<file path="src/rtl/supsv_pkg.sv">
`timescale 1ns/1ps
package supsv_pkg;

  // indices into the synchronized flag vector
  localparam int unsigned IX_PRIM  = 0;
  localparam int unsigned IX_SEC   = 1;
  localparam int unsigned IX_ABOVE = 2;
  localparam int unsigned IX_BELOW = 3;
  localparam int unsigned IX_MR    = 4;
  localparam int unsigned N_FLAGS  = 5;

  function automatic int unsigned max_u(input int unsigned a, input int unsigned b);
    return (a > b) ? a : b;
  endfunction

  // battery-select decision: primary wins above trip, otherwise hysteresis
  function automatic logic next_batt(input logic prim_ok, input logic below,
                                     input logic above, input logic cur);
    logic nxt;
    if (prim_ok)     nxt = 1'b0;
    else if (below)  nxt = 1'b1;
    else if (above)  nxt = 1'b0;
    else             nxt = cur;
    return nxt;
  endfunction

  // the cause for reset: primary below trip or accepted push-button
  function automatic logic reset_cause(input logic prim_ok, input logic mr_n_deb);
    return !prim_ok || !mr_n_deb;
  endfunction

endpackage

</file>
<file path="src/rtl/supsv_sync.sv">
`timescale 1ns/1ps
module supsv_sync #(
  parameter int unsigned W = 1,
  parameter logic [W-1:0] RST_VAL = '0
) (
  input  logic         clk,
  input  logic         rst_n,
  input  logic [W-1:0] d_i,
  output logic [W-1:0] q_o
);
  for (genvar b = 0; b < W; b++) begin : g_bit
    logic ff1, ff2;
    always_ff @(posedge clk or negedge rst_n) begin
      if (!rst_n) begin
        ff1 <= RST_VAL[b];
        ff2 <= RST_VAL[b];
      end else begin
        ff1 <= d_i[b];
        ff2 <= ff1;
      end
    end
    assign q_o[b] = ff2;
  end
endmodule

</file>
<file path="src/rtl/supsv_tick.sv">
`timescale 1ns/1ps
module supsv_tick #(
  parameter int unsigned DIV = 4
) (
  input  logic clk,
  input  logic rst_n,
  output logic tick_o
);
  localparam int unsigned CW = (DIV > 1) ? $clog2(DIV) : 1;
  localparam logic [CW-1:0] LAST = CW'(DIV - 1);

  logic [CW-1:0] cnt_q;

  assign tick_o = (cnt_q == LAST);

  always_ff @(posedge clk or negedge rst_n) begin
    if (!rst_n)      cnt_q <= '0;
    else if (tick_o) cnt_q <= '0;
    else             cnt_q <= cnt_q + 1'b1;
  end
endmodule

</file>
<file path="src/rtl/supsv_debounce.sv">
`timescale 1ns/1ps
module supsv_debounce #(
  parameter int unsigned DEB_TICKS = 4
) (
  input  logic clk,
  input  logic rst_n,
  input  logic tick_i,
  input  logic raw_i,
  output logic deb_o
);
  localparam int unsigned CW = $clog2(DEB_TICKS + 1);
  localparam logic [CW-1:0] LAST = CW'(DEB_TICKS - 1);

  logic [CW-1:0] cnt_q;
  logic          deb_q;

  assign deb_o = deb_q;

  always_ff @(posedge clk or negedge rst_n) begin
    if (!rst_n) begin
      cnt_q <= '0;
      deb_q <= 1'b1;
    end else if (raw_i == deb_q) begin
      cnt_q <= '0;
    end else if (tick_i) begin
      if (cnt_q == LAST) begin
        deb_q <= raw_i;
        cnt_q <= '0;
      end else begin
        cnt_q <= cnt_q + 1'b1;
      end
    end
  end
endmodule

</file>
<file path="src/rtl/supsv_hold.sv">
`timescale 1ns/1ps
module supsv_hold
  import supsv_pkg::*;
#(
  parameter int unsigned HOLD_SHORT = 15,
  parameter int unsigned HOLD_LONG  = 80
) (
  input  logic clk,
  input  logic rst_n,
  input  logic tick_i,
  input  logic cause_i,
  input  logic long_i,
  output logic busy_o
);
  localparam int unsigned HMAX = max_u(HOLD_SHORT, HOLD_LONG);
  localparam int unsigned CW   = $clog2(HMAX + 1);
  localparam logic [CW-1:0] LD_S = CW'(HOLD_SHORT);
  localparam logic [CW-1:0] LD_L = CW'(HOLD_LONG);

  logic [CW-1:0] cnt_q;
  logic [CW-1:0] load_val;

  assign load_val = long_i ? LD_L : LD_S;
  assign busy_o   = (cnt_q != '0);

  // any cause reloads the full stretch, so a new cause restarts it
  always_ff @(posedge clk or negedge rst_n) begin
    if (!rst_n)                cnt_q <= '0;
    else if (cause_i)          cnt_q <= load_val;
    else if (tick_i && busy_o) cnt_q <= cnt_q - 1'b1;
  end
endmodule

</file>
<file path="src/rtl/supply_supervisor.sv">
`timescale 1ns/1ps
module supply_supervisor
  import supsv_pkg::*;
#(
  parameter int unsigned TICK_DIV   = 4,
  parameter int unsigned HOLD_SHORT = 15,
  parameter int unsigned HOLD_LONG  = 80,
  parameter int unsigned DEB_TICKS  = 4
) (
  input  logic clk,
  input  logic rst_n,
  input  logic prim_ok_i,
  input  logic sec_ok_i,
  input  logic batt_above_i,
  input  logic batt_below_i,
  input  logic mrst_n_i,
  input  logic hold_long_i,
  output logic sys_rst_o,
  output logic sys_rst_n_o,
  output logic lowline_n_o,
  output logic sec_fail_n_o,
  output logic batt_on_o
);
  localparam logic [N_FLAGS-1:0] SYNC_RST = N_FLAGS'(1) << IX_MR;

  logic [N_FLAGS-1:0] raw_w, sync_w;
  logic prim_s, sec_s, above_s, below_s, mr_s;
  logic tick_w, mr_deb_w, cause_w, hold_busy_w;
  logic rst_q, batt_q;

  assign raw_w[IX_PRIM]  = prim_ok_i;
  assign raw_w[IX_SEC]   = sec_ok_i;
  assign raw_w[IX_ABOVE] = batt_above_i;
  assign raw_w[IX_BELOW] = batt_below_i;
  assign raw_w[IX_MR]    = mrst_n_i;

  supsv_sync #(.W(N_FLAGS), .RST_VAL(SYNC_RST)) u_sync (
    .clk(clk), .rst_n(rst_n), .d_i(raw_w), .q_o(sync_w)
  );

  assign prim_s  = sync_w[IX_PRIM];
  assign sec_s   = sync_w[IX_SEC];
  assign above_s = sync_w[IX_ABOVE];
  assign below_s = sync_w[IX_BELOW];
  assign mr_s    = sync_w[IX_MR];

  supsv_tick #(.DIV(TICK_DIV)) u_tick (
    .clk(clk), .rst_n(rst_n), .tick_o(tick_w)
  );

  supsv_debounce #(.DEB_TICKS(DEB_TICKS)) u_deb (
    .clk(clk), .rst_n(rst_n), .tick_i(tick_w), .raw_i(mr_s), .deb_o(mr_deb_w)
  );

  assign cause_w = reset_cause(prim_s, mr_deb_w);

  supsv_hold #(.HOLD_SHORT(HOLD_SHORT), .HOLD_LONG(HOLD_LONG)) u_hold (
    .clk(clk), .rst_n(rst_n), .tick_i(tick_w), .cause_i(cause_w),
    .long_i(hold_long_i), .busy_o(hold_busy_w)
  );

  always_ff @(posedge clk or negedge rst_n) begin
    if (!rst_n) begin
      rst_q  <= 1'b1;
      batt_q <= 1'b0;
    end else begin
      rst_q  <= cause_w || hold_busy_w;
      batt_q <= next_batt(prim_s, below_s, above_s, batt_q);
    end
  end

  assign sys_rst_o    = rst_q;
  assign sys_rst_n_o  = !rst_q;
  assign lowline_n_o  = prim_s;
  assign sec_fail_n_o = sec_s;
  assign batt_on_o    = batt_q;
endmodule

</file>
<file path="config.mk">
export PLATFORM = sky130hd
export DESIGN_NAME = supply_supervisor
export DESIGN_NICKNAME = d
export VERILOG_FILES = /design/src/rtl/supsv_pkg.sv /design/src/rtl/supsv_sync.sv /design/src/rtl/supsv_tick.sv /design/src/rtl/supsv_debounce.sv /design/src/rtl/supsv_hold.sv /design/src/rtl/supply_supervisor.sv
export SDC_FILE = /design/constraint.sdc
export NUM_CORES = 1
export LEC_CHECK = 0
export ABC_AREA = 1
export CORE_UTILIZATION = 42
export DETAILED_ROUTE_END_ITERATION = 7
export DONT_BUFFER_PORTS = 1
export GPL_TIMING_DRIVEN = 0
export PLACE_DENSITY_LB_ADDON = 0.2
export RECOVER_POWER = 25
export REMOVE_ABC_BUFFERS = 1
export SLEW_MARGIN = 20
export SYNTH_ARGS = -nofsm -noshare
export SYNTH_HDL_FRONTEND = slang
export SYNTH_SLANG_ARGS = --single-unit
export TNS_END_PERCENT = 10
</file>
<file path="constraint.sdc">
create_clock -name clk -period 2.05 [get_ports clk]
set_input_delay 0.1025 -clock clk [delete_from_list [all_inputs] [get_ports clk]]
set_output_delay 0.1025 -clock clk [all_outputs]
set_load 0.01 [all_outputs]
</file>
# --- Yosys cells after proc, flatten, opt, wreduce, memory -nomap -nowiden ---
# Cells that the tools add are included.
totals:
  regBits: 25
  in_bits: 8
  out_inout_bits: 5
  elab_cells: 44
op_classes:
  addsub: 3
  eq_ne: 3
  muxes: 10
  n_bitwise: 1
  n_reduce_logical: 11
op_table:
  columns: ["cell", "count"]
  rows:
  - ["$mux 7", 3]
  - ["$mux 3", 3]
  - ["$reduce_bool 7->1", 1]
  - ["$sub 7x1->7 const B", 1]
  - ["$reduce_bool 2->1", 2]
  - ["$add 3x1->3 const B", 1]
  - ["$eq 3x2->1 const B", 1]
  - ["$logic_not 1->1", 3]
  - ["$mux 1", 3]
  - ["$reduce_and 3->1", 1]
  - ["$reduce_bool 3->1", 1]
  - ["$add 2x1->2 const B", 1]
  - ["$eq 2x2->1 const B", 1]
  - ["$logic_or 1x1->1", 2]
  - ["$mux 2", 1]
  - ["$eq 1x1->1", 1]
  - ["$logic_and 1x1->1", 1]
  - ["$not 1->1", 1]

# --- Logic depth before layout (Yosys ltp) ---
depth:
  depth_word: 4
  depth_mapped: 9
  mapped_depth_nobuf: 9

# --- Cells and area by module ---
# From an unflattened synthesis, not the netlist that was laid out.
hier_totals:
  cells_unflattened: 124
  area_unflattened_um2: 1123.6
modules_own_cells:
  columns: ["module", "instances", "cells_per_inst", "area_per_inst_um2", "seq_area_each_um2"]
  rows:
  - ["supsv_hold", 1, 72, 490.5, 175.2]
  - ["supsv_sync", 1, 15, 290.3, 252.7]
  - ["supsv_debounce", 1, 24, 195.2, 101.3]
  - ["supply_supervisor", 1, 9, 81.3, 51.3]
  - ["supsv_tick", 1, 4, 66.3, 50.0]

# --- Worst setup path before layout ---
# Ideal clock, no wire load.
synth_timing:
  kind: "flip-flop to flip-flop"
  startpoint: "register u_hold.cnt_q[0]"
  endpoint: "register u_hold.cnt_q[4]"
  setup_time_ps: 116
  t_arrival_ps: 1139
  required_time_ps: 1934
  path_slack_ps: 794
  stages_incl_launch_ff: 10
  n_path_buf: 0
  synth_period_minus_slack_ps: 1256
  path_cell_list: "dfrtp_1 > inv_1 > ha_1 > nand2_1 > nor2_4 > nand2_4 > nand2_4 > nor2_2 > nand2_1 > nand2_1"
synth_via:
  elab_chain_len: 3
  elab_cells_between_ends: 6
  classes_between: "1 x add/sub; 2 x mux; 3 x reduce/logical"
synth_rtl:
  columns: ["element", "line", "source"]
  rows:
  - ["start, declared", "supsv_hold.sv:20", "logic [CW-1:0] cnt_q;"]
  - ["start signal, assigned", "supsv_hold.sv:29", "else if (cause_i) cnt_q <= load_val;"]
  - ["start signal, assigned", "supsv_hold.sv:30", "else if (tick_i && busy_o) cnt_q <= cnt_q - 1'b1;"]
  - ["$sub 7x1->7 / $reduce_bool 7->1 (equally long branches)", "supsv_hold.sv:30, supsv_hold.sv:24", null]
  - ["$mux 7 / $logic_and 1x1->1 (equally long branches)", "supsv_hold.sv:30", null]
  - ["$mux 7 / $reduce_bool 2->1 (equally long branches)", null, null]
# Several ways; a longest one is shown, not always the timed one. The select of a mux whose other input is x is not followed.
# A chain may end at the register's enable or synchronous reset.

# --- Worst setup path after layout ---
# Ends and elaborated chain as after synthesis.

==> impl_metrics.toml <==
[setup_path]
cp_slowest_cell = "dfrtp_1"
crit_top_cell = "nand2_1"
slowest_delay_ps = 400
critPathKind = "reg2reg"
start_kind = "register"
critPathMaxFanout = 7
r2r_end = "u_hold.cnt_q[4]$_DFFE_PN0P_"
path_cells = "inv_1 -> ha_1 -> nand2_1 -> nor2_4 -> nand2_4 -> nand2_4 -> nor2_2 -> nand2_1 -> nand2_1"
r2r-start = "u_hold.cnt_q[0]$_DFFE_PN0P_"
r2r_cells = 9
crit_arrival_ps = 1640
regToRegSetupSlack_ps = 650
end_kind = "register"
critPathRequiredTime_ps = 2290

[global_route]
grt_pass1_wl_mm = 2.98
grt.total_usage_pct = 15.2
antenna_found_initial = 0
grt-ovfl-total = 0
grt_max_degree = 26
grt_pass1_vias = 710

[cts]
hold_buffers = 7
numCtsBuffers = 3
clk_pin_slew_ps = 140
cts_buffer_depth = 2
cts_setup_buffers = 0
cts-resized-gates = 0
insertion_delay_ps = 330
cts_tree = "done"
clock_sinks = 25
root_buffer = "clkbuf_4"
htreeDepth = 1

[power]
p_sw_share_pct = 24.5
switchingPower_uw = 199
seq_power_share_pct = 65.2
internal_power_uw = 611
pwr-share-comb_pct = 6.9
cellPowerDensity_nw_per_um2 = 655
power.leakage_nw = 0.637
p_clk_share_pct = 28.0
peakVddDrop_uv = 477

[layout]
antenna_cells = 0
final_cell_mix = "nand2_1, dfrtp_1, inv_1"
layout.cells.non_filler = 157
multi_input_area_sq_um = 418
final_common_cell = "nand2_1"
fillers = 246
seq_area_sq_um = 631
syn_to_final_growth_pct = 11.5
final_nets = 140
drive_above_1_share_pct = 15.0

[synth]
synth-seq-cells = 25
synth.distinct_cells = 20
syn_avg_cell_area_sq_um = 9.56
post_synth_instance_area_sq_um = 1110
ys_warn_count = 0
syn_inst = 116
yosysSeqAreaShare_pct = 56.9

[placed_design]
place_ws_ps = 658
gp_congestion = 0.842
post-place-cells = 146
io_buffers = 0
dp_hpwl_mm = 1.25

[sta]
finClkSkew_ps = 7.73
setup_viol = 0
timing.slew.headroom_pct = 14.5
slew_violations = 0
grt_setup_unrepaired = "false"
fin_crit_sh_pct = 68.2
setup_slack_ps = 652
fin_setup_tns_ps = 0
tightest_slew_ps = 1280
finalCriticalPeriod_ps = 1400
max_freq_mhz = 715
hold_violations = 0

[drt]
drtPass1Iterations = 4
drt-initial-drc-count = 4
vias = 760
drt-wirelength-per-cell_um = 11.7
viasPerCell = 4.84
postRouteAntennaNets = 0
drt_wl_total_mm = 1.84
drc = 0

[floorplan]
die_h_um = 53.4
dieWidth_um = 53.4
start_util_pct = 44.7
ioPinCount = 13
placementRows = 18
die_area_sq_um = 2850
core_sq_um = 2480

[min_path]
worst_hold_path_type = "in2reg"
min_from = "hold_long_i"
holdPathStages = 5
holdPathEnd = "u_hold.cnt_q[3]$_DFFE_PN0P_"

[status]
outcome = "finished, final reports clean"

[job]
cap_violations = 0
## worst max-delay path by stage
| stage | start | to | slack, ps | cells after the start |
|---|---|---|---|---|
| 6_report | u_hold.cnt_q[0]$_DFFE_PN0P_ | u_hold.cnt_q[4]$_DFFE_PN0P_ | 650 | 9 |
| 5_1_grt | rst_n | u_sync.g_bit[3].ff1$_DFF_PN0_ | 440 | 2 |
| 4_1_cts | u_hold.cnt_q[0]$_DFFE_PN0P_ | u_hold.cnt_q[4]$_DFFE_PN0P_ | 640 | 9 |
| 3_5_place_dp | u_hold.cnt_q[0]$_DFFE_PN0P_ | u_hold.cnt_q[4]$_DFFE_PN0P_ | 660 | 9 |
| 3_3_place_gp | u_hold.cnt_q[0]$_DFFE_PN0P_ | u_hold.cnt_q[6]$_DFFE_PN0P_ | 690 | 9 |
| 2_1_floorplan | u_hold.cnt_q[0]$_DFFE_PN0P_ | u_hold.cnt_q[4]$_DFFE_PN0P_ | 790 | 9 |
## stage by stage
step                hold slack [ps]  cell area [sq um]  util, %  power (mW)
floorplan                      -193               1110        -       0.565
global placement               -192               1150     46.3       0.573
detailed placement             -192               1150     46.3       0.574
CTS                            90.3               1250     50.6       0.820
global route                    128               1240     49.9       0.837
finish                         98.5               1240     49.9       0.810
## synth_stat cells, drive strengths merged
cell type / number / area, sq um
nand2: 36 / 165
dfrtp: 21 / 526
inv: 16 / 60.1
nor2: 12 / 57.6
nand3: 8 / 40.0
o21ai: 6 / 30.0
dfstp: 4 / 105
ha: 4 / 50.1
a21oi: 2 / 10.0
nand4: 2 / 12.5
a21boi: 1 / 18.8
a21o: 1 / 7.51
mux2: 1 / 11.3
nor4: 1 / 6.26
xnor2: 1 / 8.76
## metal layers
layer  global-route usage, %  wire length (um)  vias up
met5                       0                 0        -
met4                    9.21                44        0
met3                    3.45                69        4
met2                    24.4               847       13
met1                    18.3               874      354
li1                        -                 -      389
## cell type report
| class | count | share of cell area (%) |
|---|---|---|
| multi-input cells | 75 | 33.8 |
| clock buffers | 4 | 2.13 |
| inverters | 16 | 4.86 |
| repair buffers | 7 | 5.16 |
| well taps | 30 | 3.04 |
| flip-flops and latches | 25 | 51.0 |
## cells by family (layout without fill, tap and decap cells)
logic type	after synthesis	in the layout	synth area share (%)
simple gates	59	59	25.4
flops	25	25	56.9
buf+inv	16	27	5.42
compound gates	10	10	5.98
fa+ha+maj	4	4	4.51
xor+xnor	1	1	0.790
mux	1	1	1.02
## critical path, delay by kind of cell, from the launching register on
family        cells  cell delay [ps]
simple gates      7              560
buf+inv           1              180
flops             1              400
fa+ha+maj         1              180
## power by group through the flow
stage	registers (mW)	logic (mW)	clock network (mW)
after floorplan	0.534	0.0316	0
after global placement	0.537	0.0361	0
after detailed placement	0.537	0.0371	0
after CTS	0.528	0.0610	0.231
after global routing	0.531	0.0640	0.242
final	0.528	0.0557	0.226
## state kept, by name, summed over array words and instances, names as in the netlist
register / count
batt_on_o: 1
sys_rst_o: 1
u_deb.deb_o: 1
u_tick.cnt_q: 2
u_deb.cnt_q: 3
u_hold.cnt_q: 7
u_sync.g_bit.ff2: 5
u_sync.g_bit.ff1: 5
No activity file was read; power rests on OpenSTA's default activity.
